File: src/rtl/deck_loader_pkg.sv
package deck_loader_pkg;
   localparam int DIG_BITS = 3;

   typedef enum logic [3:0] {
      ST_BOOT,
      ST_REQ,
      ST_DECODE,
      ST_COPY,
      ST_RELOC_RD,
      ST_RELOC_WR,
      ST_FIN,
      ST_DONE,
      ST_HALT
   } ld_state_e;
endpackage

File: src/rtl/deck_card_buffer.sv
module deck_card_buffer #(
   parameter int WORD_W     = 48,
   parameter int CARD_WORDS = 10,
   localparam int IDX_W     = $clog2(CARD_WORDS)
) (
   input  logic                                 clk,
   input  logic                                 rst_n,
   input  logic                                 cap_en,
   input  logic                                 restart,
   input  logic [WORD_W-1:0]                    cap_data,
   output logic [CARD_WORDS-1:0][WORD_W-1:0]    words
);
   logic [IDX_W-1:0] idx_q;
   logic             full_q;
   logic             take;

   assign take = cap_en && !full_q;

   // arrival index; extra words beyond the card are dropped
   always_ff @(posedge clk or negedge rst_n) begin
      if (!rst_n) begin
         idx_q  <= '0;
         full_q <= 1'b0;
      end else if (restart) begin
         idx_q  <= '0;
         full_q <= 1'b0;
      end else if (take) begin
         if (idx_q == IDX_W'(CARD_WORDS - 1)) begin
            full_q <= 1'b1;
         end else begin
            idx_q <= idx_q + IDX_W'(1);
         end
      end
   end

   // one register per slot; a slot keeps its value until overwritten
   for (genvar g = 0; g < CARD_WORDS; g++) begin : g_slot
      logic [WORD_W-1:0] w_q;
      always_ff @(posedge clk or negedge rst_n) begin
         if (!rst_n) begin
            w_q <= '0;
         end else if (take && (idx_q == IDX_W'(g))) begin
            w_q <= cap_data;
         end
      end
      assign words[g] = w_q;
   end
endmodule

File: src/rtl/deck_ctl_decode.sv
module deck_ctl_decode
   import deck_loader_pkg::*;
#(
   parameter int WORD_W     = 48,
   parameter int CHAR_W     = 6,
   parameter int ADDR_W     = 15,
   parameter int ADDR_CHARS = 5,
   parameter int MAX_PAY    = 8,
   localparam int CNT_W     = $clog2(MAX_PAY + 1),
   localparam int PK_W      = ADDR_CHARS * DIG_BITS,
   localparam int RAW_W     = 1 + DIG_BITS
) (
   input  logic [WORD_W-1:0] ctl_word,
   output logic [ADDR_W-1:0] dst_addr,
   output logic [CNT_W-1:0]  pay_cnt
);
   logic [PK_W-1:0]  packed_addr;
   logic [RAW_W-1:0] cnt_raw;
   logic             unused_ctl;

   // digit d sits in the d-th character from the least significant end
   for (genvar d = 0; d < ADDR_CHARS; d++) begin : g_digit
      assign packed_addr[d*DIG_BITS +: DIG_BITS] = ctl_word[d*CHAR_W +: DIG_BITS];
   end

   if (PK_W > ADDR_W) begin : g_trunc
      assign dst_addr = packed_addr[ADDR_W-1:0];
   end else begin : g_exact
      assign dst_addr = ADDR_W'(packed_addr);
   end

   // count: low bit of character 1, low three bits of character 2
   assign cnt_raw = {ctl_word[WORD_W - 2*CHAR_W],
                     ctl_word[WORD_W - 3*CHAR_W +: DIG_BITS]};

   always_comb begin
      if (cnt_raw > RAW_W'(MAX_PAY)) begin
         pay_cnt = CNT_W'(MAX_PAY);
      end else begin
         pay_cnt = CNT_W'(cnt_raw);
      end
   end

   assign unused_ctl = ^ctl_word;
endmodule

File: src/rtl/deck_loader_fsm.sv
module deck_loader_fsm
   import deck_loader_pkg::*;
#(
   parameter int WORD_W      = 48,
   parameter int CARD_WORDS  = 10,
   parameter int ADDR_W      = 15,
   parameter int MAX_PAY     = 8,
   parameter int STAT_W      = 8,
   parameter int RDCHK_BIT   = 0,
   parameter int EOD_BIT     = 2,
   parameter int RELOC_SRC   = 112,
   parameter int RELOC_DST   = 16,
   parameter int RELOC_WORDS = 3969,
   localparam int CNT_W      = $clog2(MAX_PAY + 1),
   localparam int IDX_W      = $clog2(CARD_WORDS),
   localparam int K_W        = $clog2(RELOC_WORDS + 1)
) (
   input  logic                              clk,
   input  logic                              rst_n,
   input  logic                              card_vld,
   input  logic                              stat_vld,
   input  logic [STAT_W-1:0]                 stat_code,
   input  logic [ADDR_W-1:0]                 dec_addr,
   input  logic [CNT_W-1:0]                  dec_cnt,
   input  logic [CARD_WORDS-1:0][WORD_W-1:0] words,
   input  logic [WORD_W-1:0]                 mem_rdata,
   output logic                              card_req,
   output logic                              cap_en,
   output logic                              cap_restart,
   output logic                              mem_en,
   output logic                              mem_we,
   output logic [ADDR_W-1:0]                 mem_addr,
   output logic [WORD_W-1:0]                 mem_wdata,
   output logic                              err_halt,
   output logic                              load_done,
   output logic                              start_vld
);
   ld_state_e         st_q, st_d;
   logic [ADDR_W-1:0] dst_q;
   logic [CNT_W-1:0]  cnt_q;
   logic [CNT_W-1:0]  ci_q;
   logic [K_W-1:0]    k_q;
   logic [IDX_W-1:0]  slot_sel;
   logic              copy_last;
   logic              reloc_last;
   logic              unused_stat;

   assign copy_last  = (ci_q == cnt_q - CNT_W'(1));
   assign reloc_last = (k_q == K_W'(RELOC_WORDS - 1));
   assign slot_sel   = IDX_W'(ci_q) + IDX_W'(1);

   always_comb begin
      st_d = st_q;
      unique case (st_q)
         ST_BOOT:     st_d = ST_REQ;
         ST_REQ: begin
            if (stat_vld) begin
               if (stat_code[RDCHK_BIT])     st_d = ST_HALT;
               else if (stat_code[EOD_BIT])  st_d = ST_RELOC_RD;
               else                          st_d = ST_DECODE;
            end
         end
         ST_DECODE:   st_d = (dec_cnt == '0) ? ST_REQ : ST_COPY;
         ST_COPY:     st_d = copy_last ? ST_REQ : ST_COPY;
         ST_RELOC_RD: st_d = ST_RELOC_WR;
         ST_RELOC_WR: st_d = reloc_last ? ST_FIN : ST_RELOC_RD;
         ST_FIN:      st_d = ST_DONE;
         ST_DONE:     st_d = ST_DONE;
         ST_HALT:     st_d = ST_HALT;
         default:     st_d = ST_HALT;
      endcase
   end

   always_ff @(posedge clk or negedge rst_n) begin
      if (!rst_n) begin
         st_q  <= ST_BOOT;
         dst_q <= '0;
         cnt_q <= '0;
         ci_q  <= '0;
         k_q   <= '0;
      end else begin
         st_q <= st_d;
         case (st_q)
            ST_REQ: begin
               k_q <= '0;
            end
            ST_DECODE: begin
               dst_q <= dec_addr;
               cnt_q <= dec_cnt;
               ci_q  <= '0;
            end
            ST_COPY: begin
               ci_q <= ci_q + CNT_W'(1);
            end
            ST_RELOC_WR: begin
               k_q <= k_q + K_W'(1);
            end
            default: ;
         endcase
      end
   end

   always_comb begin
      mem_en    = 1'b0;
      mem_we    = 1'b0;
      mem_addr  = '0;
      mem_wdata = '0;
      unique case (st_q)
         ST_COPY: begin
            mem_en    = 1'b1;
            mem_we    = 1'b1;
            mem_addr  = dst_q + ADDR_W'(ci_q);
            mem_wdata = words[slot_sel];
         end
         ST_RELOC_RD: begin
            mem_en   = 1'b1;
            mem_addr = ADDR_W'(RELOC_SRC) + ADDR_W'(k_q);
         end
         ST_RELOC_WR: begin
            mem_en    = 1'b1;
            mem_we    = 1'b1;
            mem_addr  = ADDR_W'(RELOC_DST) + ADDR_W'(k_q);
            mem_wdata = mem_rdata;
         end
         default: ;
      endcase
   end

   assign card_req    = (st_q == ST_REQ);
   assign cap_en      = card_req && card_vld;
   assign cap_restart = card_req && stat_vld;
   assign err_halt    = (st_q == ST_HALT);
   assign load_done   = (st_q == ST_FIN);
   assign start_vld   = (st_q == ST_DONE);
   assign unused_stat = ^stat_code;
endmodule

File: src/rtl/deck_loader.sv
module deck_loader
   import deck_loader_pkg::*;
#(
   parameter int WORD_W      = 48,
   parameter int CHAR_W      = 6,
   parameter int CARD_WORDS  = 10,
   parameter int ADDR_W      = 15,
   parameter int ADDR_CHARS  = 5,
   parameter int MAX_PAY     = 8,
   parameter int STAT_W      = 8,
   parameter int RDCHK_BIT   = 0,
   parameter int EOD_BIT     = 2,
   parameter int RELOC_SRC   = 112,
   parameter int RELOC_DST   = 16,
   parameter int RELOC_WORDS = 3969,
   parameter int START_ADDR  = 16,
   localparam int NCHARS     = WORD_W / CHAR_W,
   localparam int CNT_W      = $clog2(MAX_PAY + 1)
) (
   input  logic              clk,
   input  logic              rst_n,
   output logic              card_req,
   input  logic              card_vld,
   input  logic [WORD_W-1:0] card_data,
   input  logic              stat_vld,
   input  logic [STAT_W-1:0] stat_code,
   output logic              mem_en,
   output logic              mem_we,
   output logic [ADDR_W-1:0] mem_addr,
   output logic [WORD_W-1:0] mem_wdata,
   input  logic [WORD_W-1:0] mem_rdata,
   output logic              err_halt,
   output logic              load_done,
   output logic              start_vld,
   output logic [ADDR_W-1:0] start_addr
);
   // elaboration-time parameter checks
   if (WORD_W % CHAR_W != 0) begin : g_bad_char
      $error("WORD_W must be a whole number of characters");
   end
   if (ADDR_CHARS * DIG_BITS < ADDR_W) begin : g_bad_addr
      $error("address characters too few for ADDR_W");
   end
   if (ADDR_CHARS > NCHARS - 3) begin : g_bad_layout
      $error("address characters overlap the count field");
   end
   if (MAX_PAY > CARD_WORDS - 2 || MAX_PAY < 1) begin : g_bad_pay
      $error("MAX_PAY must fit between the first and last card words");
   end
   if (RDCHK_BIT >= STAT_W || EOD_BIT >= STAT_W || RDCHK_BIT == EOD_BIT) begin : g_bad_stat
      $error("status bit positions invalid");
   end
   if (RELOC_WORDS < 1) begin : g_bad_reloc
      $error("RELOC_WORDS must be at least 1");
   end

   logic [CARD_WORDS-1:0][WORD_W-1:0] words;
   logic [ADDR_W-1:0]                 dec_addr;
   logic [CNT_W-1:0]                  dec_cnt;
   logic                              cap_en;
   logic                              cap_restart;

   deck_card_buffer #(
      .WORD_W    (WORD_W),
      .CARD_WORDS(CARD_WORDS)
   ) u_buf (
      .clk     (clk),
      .rst_n   (rst_n),
      .cap_en  (cap_en),
      .restart (cap_restart),
      .cap_data(card_data),
      .words   (words)
   );

   deck_ctl_decode #(
      .WORD_W    (WORD_W),
      .CHAR_W    (CHAR_W),
      .ADDR_W    (ADDR_W),
      .ADDR_CHARS(ADDR_CHARS),
      .MAX_PAY   (MAX_PAY)
   ) u_dec (
      .ctl_word(words[CARD_WORDS-1]),
      .dst_addr(dec_addr),
      .pay_cnt (dec_cnt)
   );

   deck_loader_fsm #(
      .WORD_W     (WORD_W),
      .CARD_WORDS (CARD_WORDS),
      .ADDR_W     (ADDR_W),
      .MAX_PAY    (MAX_PAY),
      .STAT_W     (STAT_W),
      .RDCHK_BIT  (RDCHK_BIT),
      .EOD_BIT    (EOD_BIT),
      .RELOC_SRC  (RELOC_SRC),
      .RELOC_DST  (RELOC_DST),
      .RELOC_WORDS(RELOC_WORDS)
   ) u_fsm (
      .clk        (clk),
      .rst_n      (rst_n),
      .card_vld   (card_vld),
      .stat_vld   (stat_vld),
      .stat_code  (stat_code),
      .dec_addr   (dec_addr),
      .dec_cnt    (dec_cnt),
      .words      (words),
      .mem_rdata  (mem_rdata),
      .card_req   (card_req),
      .cap_en     (cap_en),
      .cap_restart(cap_restart),
      .mem_en     (mem_en),
      .mem_we     (mem_we),
      .mem_addr   (mem_addr),
      .mem_wdata  (mem_wdata),
      .err_halt   (err_halt),
      .load_done  (load_done),
      .start_vld  (start_vld)
   );

   assign start_addr = ADDR_W'(START_ADDR);
endmodule

File: config.mk
export PLATFORM = sky130hd
export DESIGN_NAME = deck_loader
export DESIGN_NICKNAME = d
export VERILOG_FILES = /design/src/rtl/deck_loader_pkg.sv /design/src/rtl/deck_card_buffer.sv /design/src/rtl/deck_ctl_decode.sv /design/src/rtl/deck_loader_fsm.sv /design/src/rtl/deck_loader.sv
export SDC_FILE = /design/constraint.sdc
export NUM_CORES = 1
export LEC_CHECK = 0
export BUFFER_PORTS_ARGS = -buffer_cell sky130_fd_sc_hd__buf_2
export CAP_MARGIN = 20
export CORE_MARGIN = 10
export CORE_UTILIZATION = 50
export CTS_CLUSTER_DIAMETER = 50
export CTS_CLUSTER_SIZE = 14
export DETAILED_ROUTE_END_ITERATION = 10
export PLACE_DENSITY = 0.65
export SKIP_LAST_GASP = 1
export SLEW_MARGIN = 10
export SYNTH_ARGS = -nofsm -noshare
export SYNTH_HDL_FRONTEND = slang
export SYNTH_SLANG_ARGS = --single-unit
File: constraint.sdc
create_clock -name clk -period 4.4 [get_ports clk]
set_clock_uncertainty 0.1 [all_clocks]
set_input_delay 0.88 -clock clk [delete_from_list [all_inputs] [get_ports clk]]
set_output_delay 0.88 -clock clk [all_outputs]
set_load 0.05 [all_outputs]
Word level (Yosys, flattened, before mapping)
Index checks and enable logic that the tools add are counted.
{ "word_totals": {"reg_bits": 524, "in_bits": 108, "out_inout_bits": 84, "elab_cells": 95} }
{ "classes": {"n_addsub": 7, "magnitude_cmp": 2, "eq_ne": 21, "muxes": 22, "n_reduce_logical": 26} }
{ "op_table": {"columns": ["operator", "count"], "rows": [
  ["48-bit binary-select mux with 4-bit select", 1],
  ["48-bit case mux with 2 select lines", 1],
  ["48-bit 2-to-1 mux", 1],
  ["15-bit case mux with 3 select lines", 1],
  ["4-bit by 3-bit == test with 1-bit output, second input constant", 8],
  ["4-bit case mux with 7 select lines", 1],
  ["4-bit 2-to-1 mux", 6],
  ["12-bit case mux with 2 select lines", 1],
  ["4-bit by 2-bit == test with 1-bit output, second input constant", 4],
  ["15-bit by 4-bit adder with 15-bit output", 1],
  ["5-bit by 12-bit adder with 13-bit output, first input constant", 1],
  ["7-bit by 12-bit adder with 13-bit output, first input constant", 1],
  ["1-bit logical AND", 13],
  ["12-bit by 1-bit adder with 12-bit output, second input constant", 1],
  ["12-bit == test, second input constant", 1],
  ["4-bit == test, second input constant", 3],
  ["4-bit zero test", 3],
  ["4-bit by 1-bit adder with 4-bit output, second input constant", 2],
  ["4-bit by 1-bit == test with 1-bit output, second input constant", 2],
  ["4-bit case mux with 2 select lines", 1],
  ["2-bit nonzero test", 4],
  ["2-bit 2-to-1 mux", 3],
  ["4-bit by 5-bit less-than comparator with 1-bit output, second input constant", 1],
  ["1-bit 2-to-1 mux", 5],
  ["other kinds (9)", 12]
]} }

Logic depth before layout (Yosys ltp)
Gate-level depths: netlist of run 1.
{ "logic_depth": {"word_depth": 5, "ltp_mapped": 11, "ltp_nobuf": 9} }

Hierarchy
A second synthesis of run 1 with hierarchy kept.
{ "hier_totals": {"cells_unflattened": 1746, "area_unflattened_um2": 25070.3} }
{ "modules_own_cells": {"columns": ["mod", "instances", "cells_each", "area_per_inst_um2", "seq_area_each_um2"], "rows": [
  ["deck_card_buffer", 1, 1101, 18228.7, 12136.6],
  ["deck_loader_fsm", 1, 609, 6586.3, 975.9],
  ["deck_ctl_decode", 1, 19, 135.1, 0.0],
  ["deck_loader", 1, 17, 120.1, 0.0]
]} }

Worst setup path before layout of run 1
OpenSTA, ideal clock, no wires.
{ "synth_path": {"path_kind": "register to output", "start": "register u_fsm.st_q[3]", "end": "output port mem_addr[12]", "t_arrival_ns": 3.052, "required_ns": 3.420, "slack_ns": 0.368, "stages_incl_launch_ff": 10, "n_path_buf": 2, "cell_sequence": "dfrtp_1 > clkbuf_1 > nand2b_1 > nor2_1 > inv_1 > clkbuf_1 > ha_1 > a21o_1 > nand2_1 > o32ai_1"} }
{ "synth_between": {"elab_chain_cells": 2, "elab_cells_between_ends": 4, "cone_classes": "eq/ne (3); mux (1)"} }
{ "synth_lines": {"columns": ["item", "line_no", "text"], "rows": [
  ["from (decl)", "deck_loader_fsm.sv:38", "ld_state_e st_q, st_d;"],
  ["from (signal assigned)", "deck_loader_fsm.sv:82", "st_q <= st_d;"],
  ["4-bit by 3-bit == test with 1-bit output / 4-bit by 2-bit == test with 1-bit output (equally long branches)", "deck_loader_fsm.sv:108", "unique case (st_q)"],
  ["15-bit case mux with 3 select lines (*)", "deck_loader_fsm.sv:108", null],
  ["to (decl)", "deck_loader.sv:29", "output logic [ADDR_W-1:0] mem_addr,"]
]} }
Mark *: on every way between the ends. The rest lies on a longest branch, timed or not.

Final worst setup path of run 1
{ "layout_path": {"start": "register u_fsm.ci_q[1]", "end": "output port mem_wdata[20]"} }
{ "layout_between": {"elab_chain_cells": 4} }
{ "layout_lines": {"columns": ["item", "line_no", "text"], "rows": [
  ["from (decl)", "deck_loader_fsm.sv:41", "logic [CNT_W-1:0] ci_q;"],
  ["from (signal assigned)", "deck_loader_fsm.sv:93", "ci_q <= ci_q + CNT_W'(1);"],
  ["4-bit by 1-bit adder with 4-bit output", "deck_loader_fsm.sv:50", "assign slot_sel = IDX_W'(ci_q) + IDX_W'(1);"],
  ["48-bit binary-select mux with 4-bit select", "deck_loader_fsm.sv:113", "mem_wdata = words[slot_sel];"],
  ["48-bit 2-to-1 mux (implied by the code)", "deck_loader_fsm.sv:113", null],
  ["48-bit case mux with 2 select lines", "deck_loader_fsm.sv:108", null],
  ["to (decl)", "deck_loader.sv:30", "output logic [WORD_W-1:0] mem_wdata,"]
]} }
Every way passes these cells. The select of a mux whose other input is x is not followed.

==> flow_metrics.env, run 1 <==
export IMPL_final_common_cell="dfrtp_1"
export IMPL_synth_top_family_by_area="multiplexers"
export IMPL_synthAdderAreaFrac_pct=0.8675
export IMPL_worst_path_largest_cell_delay_ps=510
export IMPL_cts_tree="yes"
export IMPL_clk_root_buffer_cell="clkbuf_16"
export IMPL_io_buffers=170
export IMPL_drt_wl_total_mm=59.16
export IMPL_cp_cell_sequence="ha_4 -> xor2_4 -> clkbuf_8 -> buf_4 -> mux2i_1 -> o221ai_1 -> buf_2"
export IMPL_postSynthAreaPerCell_um2=14.28
export IMPL_crit_path_end_kind="primary output"
export IMPL_power_internal_mw=11.15
export IMPL_syn2layout_area_growth_pct=12.55
export IMPL_ys_seq_area_share_pct=52.85
export IMPL_min_path_type="in2async"
export IMPL_synth_top_area_share_pct=52.85
export IMPL_p_sw_share_pct=31.24
export IMPL_start_util_pct=50.68
export IMPL_post_route_period_util_pct=96.08
export IMPL_post_route_drc_count=0
export IMPL_vias=14730
export IMPL_max_freq_mhz=236.6
export IMPL_cts_made_buffers=51
export IMPL_min_period_ps=4227
export IMPL_path_buf_inv=3
export IMPL_rows=81
export IMPL_cp_arrival_ps=3250
export IMPL_outcome="complete, no violations"
export IMPL_rsz0062_at_grt="no"
export IMPL_synth_area_um2=24810
export IMPL_yosys_mux_area_fraction_pct=35.10
export IMPL_grt_pass1_wl_mm=93.18
export IMPL_grt_pass1_vias=15710
export IMPL_fp_dieH_um=242.8
export IMPL_overflow=0
export IMPL_worst_r2r_startpoint="u_fsm.st_q[1]"
export IMPL_post_drt_wl_per_cell_um=23.35
export IMPL_synth_compound_area_share_pct=3.223
export IMPL_first_pass_iters=5
export IMPL_crit_family="buffers and inverters"
export IMPL_cts_hold_buf=0
export IMPL_dieArea_um2=58930
export IMPL_yosysWarnings=0
export IMPL_dieWidth_um=242.8
export IMPL_final_cell_mix="523 x dfrtp_1, 492 x mux2_2, 169 x buf_2, 96 x mux2i_1, 96 x mux4_2"
export IMPL_worstMarginPinSlew_ps=918.6
export IMPL_slew_headroom_pct=38.76
export IMPL_antenna_left=0
export IMPL_path_clk_slew_ps=60
export IMPL_crit_type="reg2out"
export IMPL_worstPathMaxFanout=32
export IMPL_drt_iter0_markers=1024
export IMPL_netlist_top_cells_area="dfrtp_1 53%, mux2_2 22%, mux4_2 8.7%, mux2i_1 3.9%, o221ai_1 1.7%"
export IMPL_r2r_slack_ps=1010
export IMPL_setup_viol=0
export IMPL_synthXorXnorAreaFrac_pct=1.024
export IMPL_post_route_cells_drive_above_1_share_pct=47.94
export IMPL_power_total_mw=16.22
export IMPL_start_kind="flop"
export IMPL_synth_main_ff_cell="dfrtp_1"
export IMPL_num_io_pins=192
export IMPL_antenna_found_initial=6
export IMPL_p_leak_nw=13.26
export IMPL_final_max_slew_viol_count=0
export IMPL_irDropWorstVdd_v=0.0004984
export IMPL_gp_congestion=0.8186
export IMPL_clk_path_buf_depth=3
export IMPL_async_reset_ff_share_pct=100.0
export IMPL_combPwrFrac_pct=32.2
export IMPL_pwr_share_clk_pct=26.8
export IMPL_tns_ps=0
export IMPL_required_ps=3420
export IMPL_yosysTopAreaCell="dfrtp_1"
export IMPL_syn_inst=1737
export IMPL_grt_max_degree=110
export IMPL_seqPwrFrac_pct=41.0
export IMPL_hold_ws_ps=274.1
export IMPL_critical_path_slowest_cell="dfrtp_1"
export IMPL_synth_seq_cells=524
export IMPL_synth_edf_count=0
export IMPL_layout_nets=1960
export IMPL_coreArea_um2=48950
export IMPL_clk_latency_ps=590
export IMPL_dp_hpwl_mm=36.46
export IMPL_grtUsageTotal_pct=19.97
export IMPL_synth_simple_area_share_pct=3.344
export IMPL_postCtsSetupRepairBufs=0
export IMPL_cts_sinks=524
export IMPL_ys_types=53
export IMPL_cts_htree_levels=2
export IMPL_power_density_nw_per_um2=580.9
export IMPL_reg2reg_to="u_buf.g_slot[4].w_q[25]"
export IMPL_n_fill_cell=3947
export IMPL_viasPerCell=5.814
export IMPL_worst_r2r_path_depth=7
export IMPL_final_hold_viol_count=0
export IMPL_netSwitchingPower_mw=5.067
export IMPL_maxCapViolCount=0
routing by layer:
metal	share of wire [%]	wire length, um	vias up	global-route usage, %
li1	-	-	6550	-
met1	46	27040	7814	27.87
met2	48	28230	290	31.66
met3	4.8	2869	70	3.646
met4	1.6	972	8	5.293
met5	0.090	53	-	0
metrics by stage:
step	area, um2	instances	utilization, %	setup slack (ps)
2_1_floorplan	24860	1750	-	368.1
3_3_place_gp	26270	2447	53.66	614.9
3_5_place_dp	26270	2447	53.66	601.7
4_1_cts	27910	2533	57.03	24.06
5_1_grt	27920	2534	57.04	16.64
6_report	27920	2534	57.04	172.6
cell usage after synthesis, drive strengths merged, types with 2 or more instances:
cell type	number
nand3	11
mux4	96
buf	116
nand2b	3
inv	13
nand2	93
mux2i	96
nand4	10
o211ai	2
clkbuf	62
xor2	16
o32ai	2
a31oi	2
a21oi	12
o221ai	48
nor2	27
dfrtp	524
nor4b	4
conb	2
a22o	3
mux2	496
fa	2
nor2b	3
or3	2
a21o	2
ha	14
o22ai	6
nor3	6
and3	5
o21ai	27
xnor2	13
nand3b	4
sequential cells by signal, summed over array words and instances, names as in the netlist:
register	flops
u_fsm.k_q	12
u_fsm.ci_q	4
u_fsm.st_q	4
u_fsm.dst_q	15
u_buf.idx_q	4
u_fsm.cnt_q	4
u_buf.g_slot.w_q	480
u_buf.full_q	1
worst max-delay path by stage:
stage / from / end / slack [ps] / depth (start not counted)
after floorplan: u_fsm.st_q[3] / mem_addr[12] / 370 / 9
after global placement: u_fsm.ci_q[1] / mem_wdata[20] / 610 / 7
after detailed placement: u_fsm.ci_q[1] / mem_wdata[20] / 600 / 7
after CTS: u_fsm.st_q[2] / mem_wdata[25] / 20 / 6
after global routing: u_fsm.ci_q[1] / mem_wdata[20] / 20 / 7
final: u_fsm.ci_q[1] / mem_wdata[20] / 170 / 7
cell type report:
cell class	instances	area [um2]	area share (%)
antenna	1	2.502	0.008962
clock buffer	68	1433	5.131
clock inverter	18	211.5	0.7573
inverter	13	48.80	0.1748
multi-input combinational	1035	10950	39.23
sequential	524	13120	46.98
tap	664	830.8	2.975
timing repair buffer	211	1325	4.745
logic make-up after synthesis:
kind of cell,count (synthesis)
buffers and inverters,191
and+or+nand+nor,176
adders and majority gates,16
other,2
xor gates and xnor gates,29
muxes,688
DFF,524
AOI/OAI and AO/OA,111
power by group through the flow:
| stage | combinational, mW | clock [mW] | sequential (mW) |
|---|---|---|---|
| 2_1_floorplan | 4.04 | 0 | 6.47 |
| 3_3_place_gp | 5.17 | 0 | 6.62 |
| 3_5_place_dp | 5.27 | 0 | 6.72 |
| 4_1_cts | 5.28 | 4.45 | 6.64 |
| 5_1_grt | 5.62 | 4.67 | 6.78 |
| 6_report | 5.22 | 4.35 | 6.65 |
timing repair:
action                                  in CTS  in global routing
gates resized for setup                      1                  2
endpoints found under the setup margin       1                  8
endpoints found under the hold margin        0                  0
(Power assumes the default switching activity.)
==> run 2, diff against run 1 <==
Settings changed: PLACE_DENSITY 0.65 to 0.68.
Clock period 4.4 ns to 3.4 ns, I/O delays scaled along.
==> flow_metrics.env, run 2 (same netlist as run 1, synthesis figures left out) <==
export IMPL_drt_wl_total_mm=62.24
export IMPL_clk_path_buf_depth=3
export IMPL_dp_cells=2475
export IMPL_fp_dieH_um=242.8
export IMPL_viasPerCell=5.872
export IMPL_coreArea_um2=48950
export IMPL_violations="setup timing"
export IMPL_crit_path_end_kind="primary output"
export IMPL_drt_iter0_markers=1019
export IMPL_max_freq_mhz=273.5
export IMPL_post_route_period_util_pct=107.5
export IMPL_min_period_ps=3656
export IMPL_start_kind="flop"
export IMPL_regMostFlops="u_buf.g_slot.w_q"
export IMPL_grtUsageTotal_pct=20.84
export IMPL_cp_arrival_ps=2880
export IMPL_setup_viol=55
export IMPL_power_total_mw=23.38
export IMPL_layout_nets=2018
export IMPL_num_io_pins=192
export IMPL_cts_made_buffers=55
export IMPL_reg_largest_list="u_buf.g_slot.w_q x480, u_fsm.dst_q x15, u_fsm.k_q x12"
export IMPL_power_density_nw_per_um2=787.3
export IMPL_cp_cell_sequence="ha_4 -> buf_4 -> or4_4 -> buf_12 -> o221ai_2 -> buf_6"
export IMPL_worstPathMaxFanout=24
export IMPL_final_max_slew_viol_count=0
export IMPL_clk_root_buffer_cell="clkbuf_16"
export IMPL_p_leak_nw=13.79
export IMPL_outcome="complete, but fails checks"
export IMPL_crit_family="simple AND/OR/NAND/NOR gates"
export IMPL_worst_path_largest_cell_delay_ps=570
export IMPL_first_pass_iters=5
export IMPL_cts_sinks=524
export IMPL_largest_reg_flops=480
export IMPL_place_ws_ps=75.08
export IMPL_required_ps=2620
export IMPL_final_common_cell="dfrtp_1"
export IMPL_post_route_drc_count=0
export IMPL_post_route_cells_drive_above_1_share_pct=54.32
export IMPL_irDropWorstVdd_v=0.0005762
export IMPL_worstMarginPinSlew_ps=673.0
export IMPL_min_path_type="in2reg"
export IMPL_critical_path_slowest_cell="or4_4"
export IMPL_grt_pass1_wl_mm=96.83
export IMPL_crit_type="reg2out"
export IMPL_final_hold_viol_count=0
export IMPL_cts_htree_levels=2
export IMPL_slew_headroom_pct=55.13
export IMPL_clk_latency_ps=610
export IMPL_dieWidth_um=242.8
export IMPL_vias=15270
export IMPL_antenna_found_initial=4
export IMPL_post_drt_wl_per_cell_um=23.94
export IMPL_finalWorstSetupSlack_ps=-256.4
export IMPL_start_util_pct=50.68
export IMPL_overflow=0
export IMPL_io_buffers=170
export IMPL_post_route_util_pct=60.68
export IMPL_final_cell_mix="522 x dfrtp_1, 492 x mux2_2, 110 x buf_2, 96 x mux4_2, 83 x nand2_1"
export IMPL_path_buf_inv=3
export IMPL_cts_tree="yes"
export IMPL_gp_congestion=0.8151
export IMPL_maxCapViolCount=0
export IMPL_antenna_left=0
export IMPL_rsz0062_at_grt="yes"
export IMPL_rows=81
export IMPL_grt_pass1_vias=16320
export IMPL_dp_hpwl_mm=38.17
export IMPL_grt_max_degree=98
export IMPL_dieArea_um2=58930
export IMPL_final_cells=2600
export IMPL_syn2layout_area_growth_pct=19.72
export IMPL_path_clk_slew_ps=70
==> run 2: cell types whose count changed in the layout (fill, tap and decap cells not counted), moves of 26 or more <==
cell / change
buf_2: -59
buf_6: +47
mux2i_1: -26
o221ai_2: +34
buf_4: +50
o221ai_1: -36
==> run 2: power breakdown <==
part	switching (mW)	total, mW	internal, mW
Clock	2.63	5.92	3.29
Combinational	4.14	8.87	4.72
Sequential	0.807	8.60	7.79
Total	7.58	23.4	15.8
==> run 2: cell type report <==
class                   count  area (um2)
well taps                 664       830.8
inverters                  13       51.30
multi-input cells        1035       11610
fillers                  3758       19250
repair buffers            265        2322
clock inverters            28       289.0
flip-flops and latches    524       13120
clock buffers              68        1475
diodes                      3       7.507
==> run 2: worst paths after layout <==
kind	slack [ps]	endpoint	start	depth (start not counted)
max in group asynchronous	1690	u_buf.g_slot[8].w_q[44]	rst_n	3
hold / removal	290	u_fsm.st_q[3]	stat_code[0]	3
min in group asynchronous	550	u_fsm.k_q[10]	rst_n	2
setup / recovery	-260	mem_wdata[25]	u_fsm.ci_q[0]	6
hold reg to reg	390	u_buf.g_slot[7].w_q[12]	u_buf.g_slot[7].w_q[12]	1
setup reg to reg	440	u_buf.g_slot[4].w_q[4]	u_fsm.st_q[2]	8
==> run 2: through the flow <==
stage | cell area, um2 | hold WS [ps] | setup TNS [ps]
detailed placement | 26730 | 379.1 | 0
finish | 29700 | 289.0 | -10340
global placement | 26730 | 369.6 | 0
CTS | 29420 | 253.1 | -11400
global route | 29700 | 298.0 | -14990
floorplan | 25090 | 284.4 | -38.36
==> run 2: layer usage <==
| layer | GRT usage [%] | wire, um | vias up |
|---|---|---|---|
| met3 | 3.536 | 2925 | 66 |
| met2 | 34.29 | 30570 | 328 |
| met4 | 4.135 | 820 | 2 |
| met1 | 28.73 | 27920 | 8181 |
| li1 | - | - | 6689 |
| met5 | 0 | 8 | - |
==> run 2: worst reg2reg max path, delay by kind of cell (launching register included) <==
| family | cells | cell delay (ps) |
|---|---|---|
| simple gates | 4 | 1430 |
| mux | 1 | 300 |
| flops | 1 | 400 |
| buf+inv | 3 | 620 |
==> run 2: timing repair <==
item,4_1_cts,5_1_grt
endpoints found under the setup margin,59,61
hold buffers,1,0
buffers inserted,14,3
pin swaps,17,16
gates resized for setup,161,47
hold endpoints to repair,51,0
cloned,7,1
==> run 3, diff against run 2 <==
Settings changed: CAP_MARGIN 20 to 10, CORE_ASPECT_RATIO from default to 0.6.
==> flow_metrics.env, run 3 (same netlist as run 1, synthesis figures left out) <==
export IMPL_outcome="complete, but fails checks"
export IMPL_violations="setup timing"
export IMPL_place_ws_ps=176.2
export IMPL_grt_max_degree=58
export IMPL_overflow=0
export IMPL_start_util_pct=50.44
export IMPL_clk_path_buf_depth=3
export IMPL_rows=63
export IMPL_post_route_cells_drive_above_1_share_pct=54.74
export IMPL_clk_latency_ps=570
export IMPL_maxCapViolCount=0
export IMPL_layout_nets=2023
export IMPL_final_common_cell="dfrtp_1"
export IMPL_drt_wl_total_mm=66.24
export IMPL_cp_arrival_ps=2800
export IMPL_setup_viol=54
export IMPL_cts_htree_levels=2
export IMPL_dieWidth_um=307.6
export IMPL_largest_reg_flops=480
export IMPL_antenna_found_initial=6
export IMPL_finalWorstSetupSlack_ps=-175.4
export IMPL_n_fill_cell=3785
export IMPL_min_period_ps=3575
export IMPL_grtUsageTotal_pct=21.77
export IMPL_reg_largest_list="u_buf.g_slot.w_q x480, u_fsm.dst_q x15, u_fsm.k_q x12"
export IMPL_placed_cell_area_um2=26620
export IMPL_required_ps=2620
export IMPL_multi_input_area_um2=11790
export IMPL_cts_tree="yes"
export IMPL_final_hold_viol_count=0
export IMPL_max_freq_mhz=279.7
export IMPL_path_clk_slew_ps=70
export IMPL_worst_path_largest_cell_delay_ps=540
export IMPL_crit_type="reg2out"
export IMPL_power_density_nw_per_um2=779.8
export IMPL_crit_path_end_kind="primary output"
export IMPL_grt_pass1_wl_mm=99.58
export IMPL_regMostFlops="u_buf.g_slot.w_q"
export IMPL_clk_root_buffer_cell="clkbuf_16"
export IMPL_dieArea_um2=59220
export IMPL_post_route_drc_count=0
export IMPL_post_drt_wl_per_cell_um=25.83
export IMPL_crit_family="buffers and inverters"
export IMPL_start_kind="flop"
export IMPL_io_buffers=170
export IMPL_final_cell_mix="522 x dfrtp_1, 492 x mux2_2, 110 x buf_2, 96 x mux4_2, 83 x nand2_1"
export IMPL_viasPerCell=5.984
export IMPL_worstPathMaxFanout=9
export IMPL_min_path_type="in2reg"
export IMPL_gp_congestion=0.8281
export IMPL_dp_cells=2453
export IMPL_power_total_mw=23.28
export IMPL_dp_hpwl_mm=37.65
export IMPL_irDropWorstVdd_v=0.0005812
export IMPL_final_max_slew_viol_count=0
export IMPL_worstMarginPinSlew_ps=843.1
export IMPL_coreArea_um2=49190
export IMPL_cts_made_buffers=45
export IMPL_vias=15340
export IMPL_critical_path_slowest_cell="dfrtp_4"
export IMPL_grt_pass1_vias=16160
export IMPL_final_cells=2564
export IMPL_p_leak_nw=13.80
export IMPL_path_buf_inv=3
export IMPL_post_route_period_util_pct=105.2
export IMPL_cts_sinks=524
export IMPL_post_route_util_pct=60.69
export IMPL_first_pass_iters=5
export IMPL_fp_dieH_um=192.5
export IMPL_syn2layout_area_growth_pct=20.33
export IMPL_slew_headroom_pct=43.80
export IMPL_drt_iter0_markers=1061
export IMPL_stdcell_area_um2=29850
export IMPL_rsz0062_at_grt="yes"
export IMPL_antenna_left=0
export IMPL_cp_cell_sequence="ha_4 -> xor2_4 -> or4_4 -> buf_12 -> clkbuf_16 -> o221ai_1 -> buf_4"
export IMPL_num_io_pins=192
export IMPL_seqCellArea_um2=13120
[run 3: changes by cell type in the layout (fill, tap and decap cells not counted), sizes merged]
| cell | previous run | this run |
|---|---|---|
| buf | 261 | 268 |
| bufinv | 2 | 1 |
| clkbuf | 70 | 61 |
| clkinv | 10 | 3 |
| clkinvlp | 3 | 0 |
| diode | 3 | 5 |
| inv | 26 | 15 |
[run 3: worst reg2reg max path: stages, from the launching register on]
cell and delay (ps):
dfrtp_1 470, buf_4 180, nor4b_4 360, nand3b_1 290
nor3_2 410, nand2_2 380, buf_12 300, mux2_2 320
[run 3: area by class of cell]
class | instances | share of cell area, %
clock buffer | 51 | 4.091
inverter | 13 | 0.1718
antenna | 5 | 0.04191
sequential | 524 | 43.94
timing repair buffer | 280 | 9.284
multi-input combinational | 1035 | 39.49
tap | 650 | 2.724
clock inverter | 6 | 0.2557
[run 3: what timing repair did]
| action | 4_1_cts | 5_1_grt |
|---|---|---|
| endpoints found under the hold margin | 47 | 0 |
| cloned | 15 | 10 |
| setup buffers | 20 | 4 |
| pin swaps | 24 | 29 |
| hold buffers | 1 | 0 |
| gates resized for setup | 159 | 90 |
| setup endpoints to repair | 59 | 61 |
[run 3: worst paths after layout]
| path | from | to | slack (ps) | cells after the start |
|---|---|---|---|---|
| min in group asynchronous | rst_n | u_fsm.ci_q[2] | 560 | 2 |
| max in group asynchronous | rst_n | u_buf.g_slot[9].w_q[38] | 1490 | 3 |
| hold / removal | stat_code[0] | u_fsm.st_q[3] | 310 | 3 |
| setup / recovery | u_fsm.ci_q[0] | mem_wdata[17] | -180 | 7 |
| hold reg to reg | u_buf.g_slot[7].w_q[5] | u_buf.g_slot[7].w_q[5] | 400 | 1 |
| setup reg to reg | u_fsm.st_q[0] | u_buf.g_slot[3].w_q[46] | 480 | 7 |
[run 3: metal layers]
layer	vias to the layer above	track usage [%]	routed length [um]
met5	-	0	0
met4	0	3.517	1104
met3	79	4.229	4039
met2	389	34.59	30680
met1	8199	31.34	30410
li1	6676	-	-
[run 3: where the power goes]
group	internal [mW]	total (mW)	leakage, nW	switching [mW]
Sequential	7.79	8.61	7.05	0.823
Combinational	5.20	9.80	6.11	4.59
Clock	2.61	4.87	0.641	2.26
[run 3: through the flow]
stage,hold slack (ps),TNS (ps)
6_report,313.4,-6052
5_1_grt,326.3,-9844
4_1_cts,289.1,-6915
3_5_place_dp,385.5,0
3_3_place_gp,368.8,0
2_1_floorplan,284.4,-38.36
